## src/rtl/evt_timer.sv

```systemverilog
module evt_timer #(
  parameter int AW       = 3,
  parameter int SLOW_DIV = 4
) (
  input  logic          clk,
  input  logic          rst_n,
  input  logic          bus_sel,
  input  logic          bus_wr,
  input  logic [AW-1:0] bus_addr,
  input  logic [31:0]   bus_wdata,
  output logic [31:0]   bus_rdata,
  output logic          irq
);
  localparam int PW = (SLOW_DIV > 2) ? $clog2(SLOW_DIV) : 1;
  localparam logic [AW-1:0] A_TB   = AW'(0);
  localparam logic [AW-1:0] A_DIV  = AW'(1);
  localparam logic [AW-1:0] A_CTRL = AW'(2);
  localparam logic [AW-1:0] A_CNT  = AW'(3);
  localparam logic [AW-1:0] A_MASK = AW'(4);
  localparam logic [AW-1:0] A_STAT = AW'(5);
  localparam logic [AW-1:0] A_ACK  = AW'(6);
  localparam logic [1:0] OP_LOAD = 2'd1;
  localparam logic [1:0] OP_RUN  = 2'd2;

  logic [31:0]   tb_q, div_q, count_q;
  logic [1:0]    op_q;
  logic          rate_q, mask_q, cause_q;
  logic [PW-1:0] pre_q;
  logic          tick, expire, ack_clr;

  wire wr_go = bus_sel & bus_wr;

  assign tick    = !rate_q || (pre_q == PW'(SLOW_DIV - 1));
  assign expire  = (op_q == OP_RUN) && tick && (count_q == 32'd1);
  assign ack_clr = wr_go && (bus_addr == A_ACK) && bus_wdata[0];
  assign irq     = cause_q & mask_q;

  always_ff @(posedge clk) begin
    if (!rst_n) tb_q <= '0;
    else        tb_q <= tb_q + 32'd1;
  end

  always_ff @(posedge clk) begin
    if (!rst_n || pre_q == PW'(SLOW_DIV - 1)) pre_q <= '0;
    else                                      pre_q <= pre_q + PW'(1);
  end

  always_ff @(posedge clk) begin
    if (!rst_n) begin
      div_q  <= '0;
      op_q   <= '0;
      rate_q <= 1'b0;
      mask_q <= 1'b0;
    end else if (wr_go) begin
      if (bus_addr == A_DIV)  div_q <= bus_wdata;
      if (bus_addr == A_CTRL) begin
        op_q   <= bus_wdata[1:0];
        rate_q <= bus_wdata[2];
      end
      if (bus_addr == A_MASK) mask_q <= bus_wdata[0];
    end
  end

  always_ff @(posedge clk) begin
    if (!rst_n) count_q <= '0;
    else begin
      case (op_q)
        OP_LOAD: count_q <= div_q;
        OP_RUN:  if (tick && count_q != 32'd0) count_q <= count_q - 32'd1;
        default: count_q <= count_q;
      endcase
    end
  end

  always_ff @(posedge clk) begin
    if (!rst_n)       cause_q <= 1'b0;
    else if (expire)  cause_q <= 1'b1;
    else if (ack_clr) cause_q <= 1'b0;
  end

  always_comb begin
    case (bus_addr)
      A_TB:    bus_rdata = tb_q;
      A_DIV:   bus_rdata = div_q;
      A_CTRL:  bus_rdata = {29'd0, rate_q, op_q};
      A_CNT:   bus_rdata = count_q;
      A_MASK:  bus_rdata = {31'd0, mask_q};
      A_STAT:  bus_rdata = {31'd0, irq};
      default: bus_rdata = '0;
    endcase
  end
endmodule

```

## config.mk

```make
export PLATFORM = sky130hd
export DESIGN_NAME = evt_timer
export DESIGN_NICKNAME = d
export VERILOG_FILES = /design/src/rtl/evt_timer.sv
export SDC_FILE = /design/constraint.sdc
export NUM_CORES = 1
export LEC_CHECK = 0
export BUFFER_PORTS_ARGS = -buffer_cell sky130_fd_sc_hd__buf_4
export CORE_UTILIZATION = 33
export CTS_CLUSTER_DIAMETER = 150
export DETAILED_ROUTE_END_ITERATION = 6
export SETUP_SLACK_MARGIN = 0.1
export SLEW_MARGIN = 20
export SYNTH_ARGS = -nofsm -noshare
export SYNTH_HDL_FRONTEND = slang
export SYNTH_SLANG_ARGS = --single-unit
```

## constraint.sdc

```tcl
create_clock -name clk -period 6.3 [get_ports clk]
set_input_delay 1.26 -clock clk [delete_from_list [all_inputs] [get_ports clk]]
set_output_delay 1.26 -clock clk [all_outputs]
set_load 0.02 [all_outputs]
```

# ---- After elaboration in Yosys (flattened, before gate mapping)
# Cells that the tools add are included.
dict set report classes {
  n_mul 0
  bitwise 2
  shifts 0
  n_lt_le_gt_ge 0
  div_mod_pow 0
  add_sub_neg 3
  eq_ne 11
  muxes 5
  reduce_logical 17
}
# op n
set op_table {}
lappend op_table {{case mux 32 bit (6 select lines)} 1}
lappend op_table {{case mux 32 bit (2 select lines)} 1}
lappend op_table {{adder 32 x 1 -> 32 bit (second input constant)} 1}
lappend op_table {{equality test 32 x 1 -> 1 bit (second input constant)} 1}
lappend op_table {{2-to-1 mux 32 bit} 1}
lappend op_table {{nonzero test 32 bit} 1}
lappend op_table {{subtractor 32 x 1 -> 32 bit (second input constant)} 1}
lappend op_table {{equality test 3 bit (second input constant)} 3}
lappend op_table {{AND reduction 2 bit} 4}
lappend op_table {{equality test 3 x 2 -> 1 bit (second input constant)} 2}
lappend op_table {{logical AND 1 bit} 5}
lappend op_table {{equality test 2 bit (second input constant)} 2}
lappend op_table {{nonzero test 2 bit} 2}
lappend op_table {{equality test 3 x 1 -> 1 bit (second input constant)} 1}
lappend op_table {{logical NOT 3 bit} 1}
lappend op_table {{adder 2 x 1 -> 2 bit (second input constant)} 1}
lappend op_table {{AND 1 bit} 2}
lappend op_table {{equality test 2 x 1 -> 1 bit (second input constant)} 1}
lappend op_table {{logical NOT 1 bit} 2}
lappend op_table {{logical OR 1 bit} 2}
lappend op_table {{2-to-1 mux 1 bit} 2}
lappend op_table {{!= test 2 x 1 -> 1 bit (second input constant)} 1}
dict set report totals {
  romBits 0
  regBits 103
  out_inout_bits 33
  input_bits 39
  memories 0
  ram_bits 0
  latch_bits 0
}

# ---- Depth between registers and ports, before layout
dict set report logic_depth {
  word_depth 5
  ltp_mapped 9
}

# ---- Worst setup path before layout
# OpenSTA, ideal clock, no wires.
dict set report synth_path {
  path_kind {input-to-output}
  startpoint {input bus_addr[0]}
  endpoint {output bus_rdata[8]}
  setup_slack_ns 2.407
  path_stages 6
  arrival_ns 2.633
  path_cell_list {clkbuf_1 -> clkbuf_1 -> mux2i_1 -> nor2_1 -> a21oi_1 -> nor2_1}
}
dict set report synth_via {
  elab_chain_len 2
}
# element line_no
set synth_lines {}
lappend synth_lines {{start, declared} 9} ;# input logic [AW-1:0] bus_addr,
lappend synth_lines {{equality test 3 bit (tied with other cells)} 82} ;# case (bus_addr)
lappend synth_lines {{case mux 32 bit (6 select lines) (*)} 82}
lappend synth_lines {{end, declared} 11} ;# output logic [31:0] bus_rdata,
# Every way passes the cells marked *; elsewhere a longest branch is shown, timed or not.

# ---- Worst setup path in the final report
dict set report layout_path {
  startpoint {input bus_addr[0]}
  endpoint {output bus_rdata[16]}
}
# The elaborated chain is that of the path after synthesis.

==> impl_metrics.csv <==
group,metric,value,unit
cells_and_area,register_area,2060,µm²
clock_tree,postCtsSetupBuffers,0,
min_path,min_from,"pre_q[0]",
logic_synthesis,synth_top_area_share,35.5,%
worst_setup_path,critical_path_class,"in2out",
worst_setup_path,reg2reg_slack,3.43,ns
worst_setup_path,max_stage_delay,0.65,ns
cells_and_area,syn_to_final_growth,15.0,%
job,maxCapViolCount,0,
clock_tree,cts-root-buf,"clkbuf_16",
power,pwr-share-comb,9.2,%
clock_tree,postCtsHoldBufs,0,
cells_and_area,nets,851,
power,power.internal,0.972,mW
clock_tree,cts_resized,0,
global_routing,grt_overflow,0,
logic_synthesis,yosysMostFrequentCell,"nand2_1",
timing,worst_pin_slew,1.08,ns
cells_and_area,final_util,38.7,%
placement,place.gp.congestion,0.813,
cells_and_area,multiInputGateArea,3460,µm²
worst_setup_path,start_kind,"input port",
worst_setup_path,regToRegEndpoint,"count_q[26]",
placement,port-buffer-count,71,
routing,vias,5721,
placement,dp_hpwl,12.1,mm
power,fin_total_pwr,1.32,mW
cells_and_area,fillCellCount,1827,
global_routing,antenna_found_initial,0,
worst_setup_path,slowest_stage,"and2_2",
worst_setup_path,path_max_fanout,40,
min_path,min_path_type,"reg2reg",
global_routing,first_global_vias,5310,
floorplan,core.rowCount,48,
logic_synthesis,syn-cell-area,5800,µm²
clock_tree,cts_buffers,9,
power,p_sw,0.353,mW
timing,setup_violations,0,
logic_synthesis,synthDistinctLibCells,62,
logic_synthesis,yosysWarnings,0,
power,switching_share,26.6,%
worst_setup_path,cp.arrival,2.98,ns
timing,clock_skew,0.00973,ns
logic_synthesis,synth-main-ff-cell,"dfxtp_1",
routing,drt_iter0_markers,429,
min_path,holdPathEnd,"pre_q[0]",
timing,grt_setup_unrepaired,"false",
clock_tree,clock_latency,0.36,ns
power,power-per-cell-area,198,nW/µm²
logic_synthesis,synth_area_per_cell,7.42,µm²
floorplan,dieHeight,135,µm
routing,final_antenna_net_count,0,
timing,fin_crit_sh,67.3,%
power,p_leak,2.39,nW
worst_setup_path,cp.required,5.04,ns
worst_setup_path,rr_startpoint,"count_q[0]",
global_routing,grt_pass1_wl,28.6,mm
power,p_clk_share,40.5,%
timing,fmax,236,MHz
min_path,min_path_cells,1,
timing,tns,0,ns
routing,dr.pass1.iters,5,
power,seqPwrFrac,50.3,%
worst_setup_path,cp.buffers_inverters,2,
floorplan,die-area,18100,µm²
worst_setup_path,cpMostUsedCell,"buf_4",
power,vdd_drop_max,111,µV
global_routing,grt_max_degree,60,
floorplan,coreArea,17200,µm²
global_routing,grt_use_total,20.2,%
timing,slew_headroom,28.0,%
logic_synthesis,ys_ff_latch,103,
logic_synthesis,ys_top_cells_by_area,"dfxtp_1 36%, a21oi_1 9.2%, nand2_1 7.8%, nor2_1 6.9%, mux2i_1 5.9%",
timing,period_needed,4.24,ns
cells_and_area,drive_gt1_share,13.9,%
floorplan,die_w,135,µm
worst_setup_path,end_kind,"primary output",
worst_setup_path,worstRegToRegCells,7,
clock_tree,clock_sinks,103,
routing,drc,0,
clock_tree,ctsHtreeMaxLevel,3,
logic_synthesis,synth_commonest_cells,"121 x nand2_1, 107 x a21oi_1, 107 x nor2_1",
outcome,status,"completed",
timing,hold_violations,0,
routing,via_per_inst,5.51,
worst_setup_path,path_depth,5,
logic_synthesis,syn_nets,825,
floorplan,ioPinCount,72,
logic_synthesis,netlist_instances,782,
logic_synthesis,ys_async_sr_fraction,0,%
cells_and_area,antennaDiodeCount,0,
worst_setup_path,crit_chain,"buf_4 -> and2_2 -> a21oi_1 -> nor2_1 -> buf_4",
worst_setup_path,critPathTopFamily,"simple AND/OR/NAND/NOR gates",
logic_synthesis,synth-seq-area-share,35.5,%
clock_tree,path_clk_slew,0.07,ns
routing,drt-total-wl,17.7,mm
logic_synthesis,synth-edff-count,0,
clock_tree,max-clock-path-buffers,2,
logic_synthesis,yosysTopAreaCell,"dfxtp_1",
clock_tree,cts_tree,"done",
timing,drv_slew,0,
floorplan,start_util,33.7,%
routing,routedWlPerCell,17.0,µm
-- registers in the layout, indices dropped and copies added (netlist names) --
register,count
pre_q,2
tb_q,32
div_q,32
op_q,2
mask_q,1
cause_q,1
count_q,32
rate_q,1
-- layout make-up --
cell class              count  area share (%)
well taps                 225            4.22
flip-flops and latches    103            30.9
inverters                   8           0.450
multi-input cells         611            51.9
clock inverters             6           0.675
clock buffers              10            3.43
repair buffers             75            8.44
-- through the flow --
stage	std cells	setup WS, ns	instance area (µm²)	hold slack [ns]
floorplan	782	2.41	5800	0.408
global placement	1022	1.66	6390	0.425
global route	1038	1.94	6670	0.467
CTS	1038	1.66	6670	0.438
detailed placement	1022	1.66	6390	0.428
finish	1038	2.06	6670	0.432
-- metal layers --
layer  global-route usage [%]  vias up  routed length (µm)
met1                     27.7     2708                8220
met2                     31.4      161                8080
li1                         -     2830                   -
met3                     3.04       22                 970
met4                     8.43        0                 420
met5                        0        -                   0
-- power by group through the flow --
stage | Sequential [mW] | Combinational [mW] | Clock (mW)
final | 0.667 | 0.122 | 0.536
after global routing | 0.667 | 0.132 | 0.566
after CTS | 0.666 | 0.121 | 0.542
after detailed placement | 0.682 | 0.120 | 0
after global placement | 0.682 | 0.120 | 0
after floorplan | 0.678 | 0.0796 | 0
-- layout by cell type (no fill, tap or decap), drive strengths merged, types with 3 or more instances in the layout --
cell type  count
a21o           8
a21oi        107
a22oi          4
a31o           4
a31oi         10
and2           7
and3           9
and4           4
buf           75
clkbuf        10
clkinvlp       3
dfxtp        103
ha             4
inv            9
mux2i         34
nand2        122
nand2b         5
nand3         14
nand4         21
nor2         107
nor2b          6
nor3          12
nor4          17
o211ai         5
o21a           3
o21ai         31
o31ai          6
o32ai          5
or3           11
or4            6
xnor2          9
xor2          12
-- worst max-delay path by stage --
stage / end / from / slack (ns)
6_report: bus_rdata[16] / bus_addr[0] / 2.06
5_1_grt: bus_rdata[18] / bus_addr[0] / 1.94
3_3_place_gp: bus_rdata[16] / bus_addr[0] / 1.66
2_1_floorplan: bus_rdata[8] / bus_addr[0] / 2.41
3_5_place_dp: bus_rdata[16] / bus_addr[0] / 1.66
4_1_cts: bus_rdata[16] / bus_addr[0] / 1.66
-- cell families after synthesis --
kind of cell	Yosys count	synth area share [%]
buffers and inverters	68	5.07
flip-flops	103	35.5
multiplexers	37	6.84
AO/OA/AOI/OAI	197	19.8
adder cells (fa/ha/maj)	4	0.863
XOR/XNOR	21	3.17
AND/OR/NAND/NOR	352	28.7
Power figures use the tool's default switching activity.
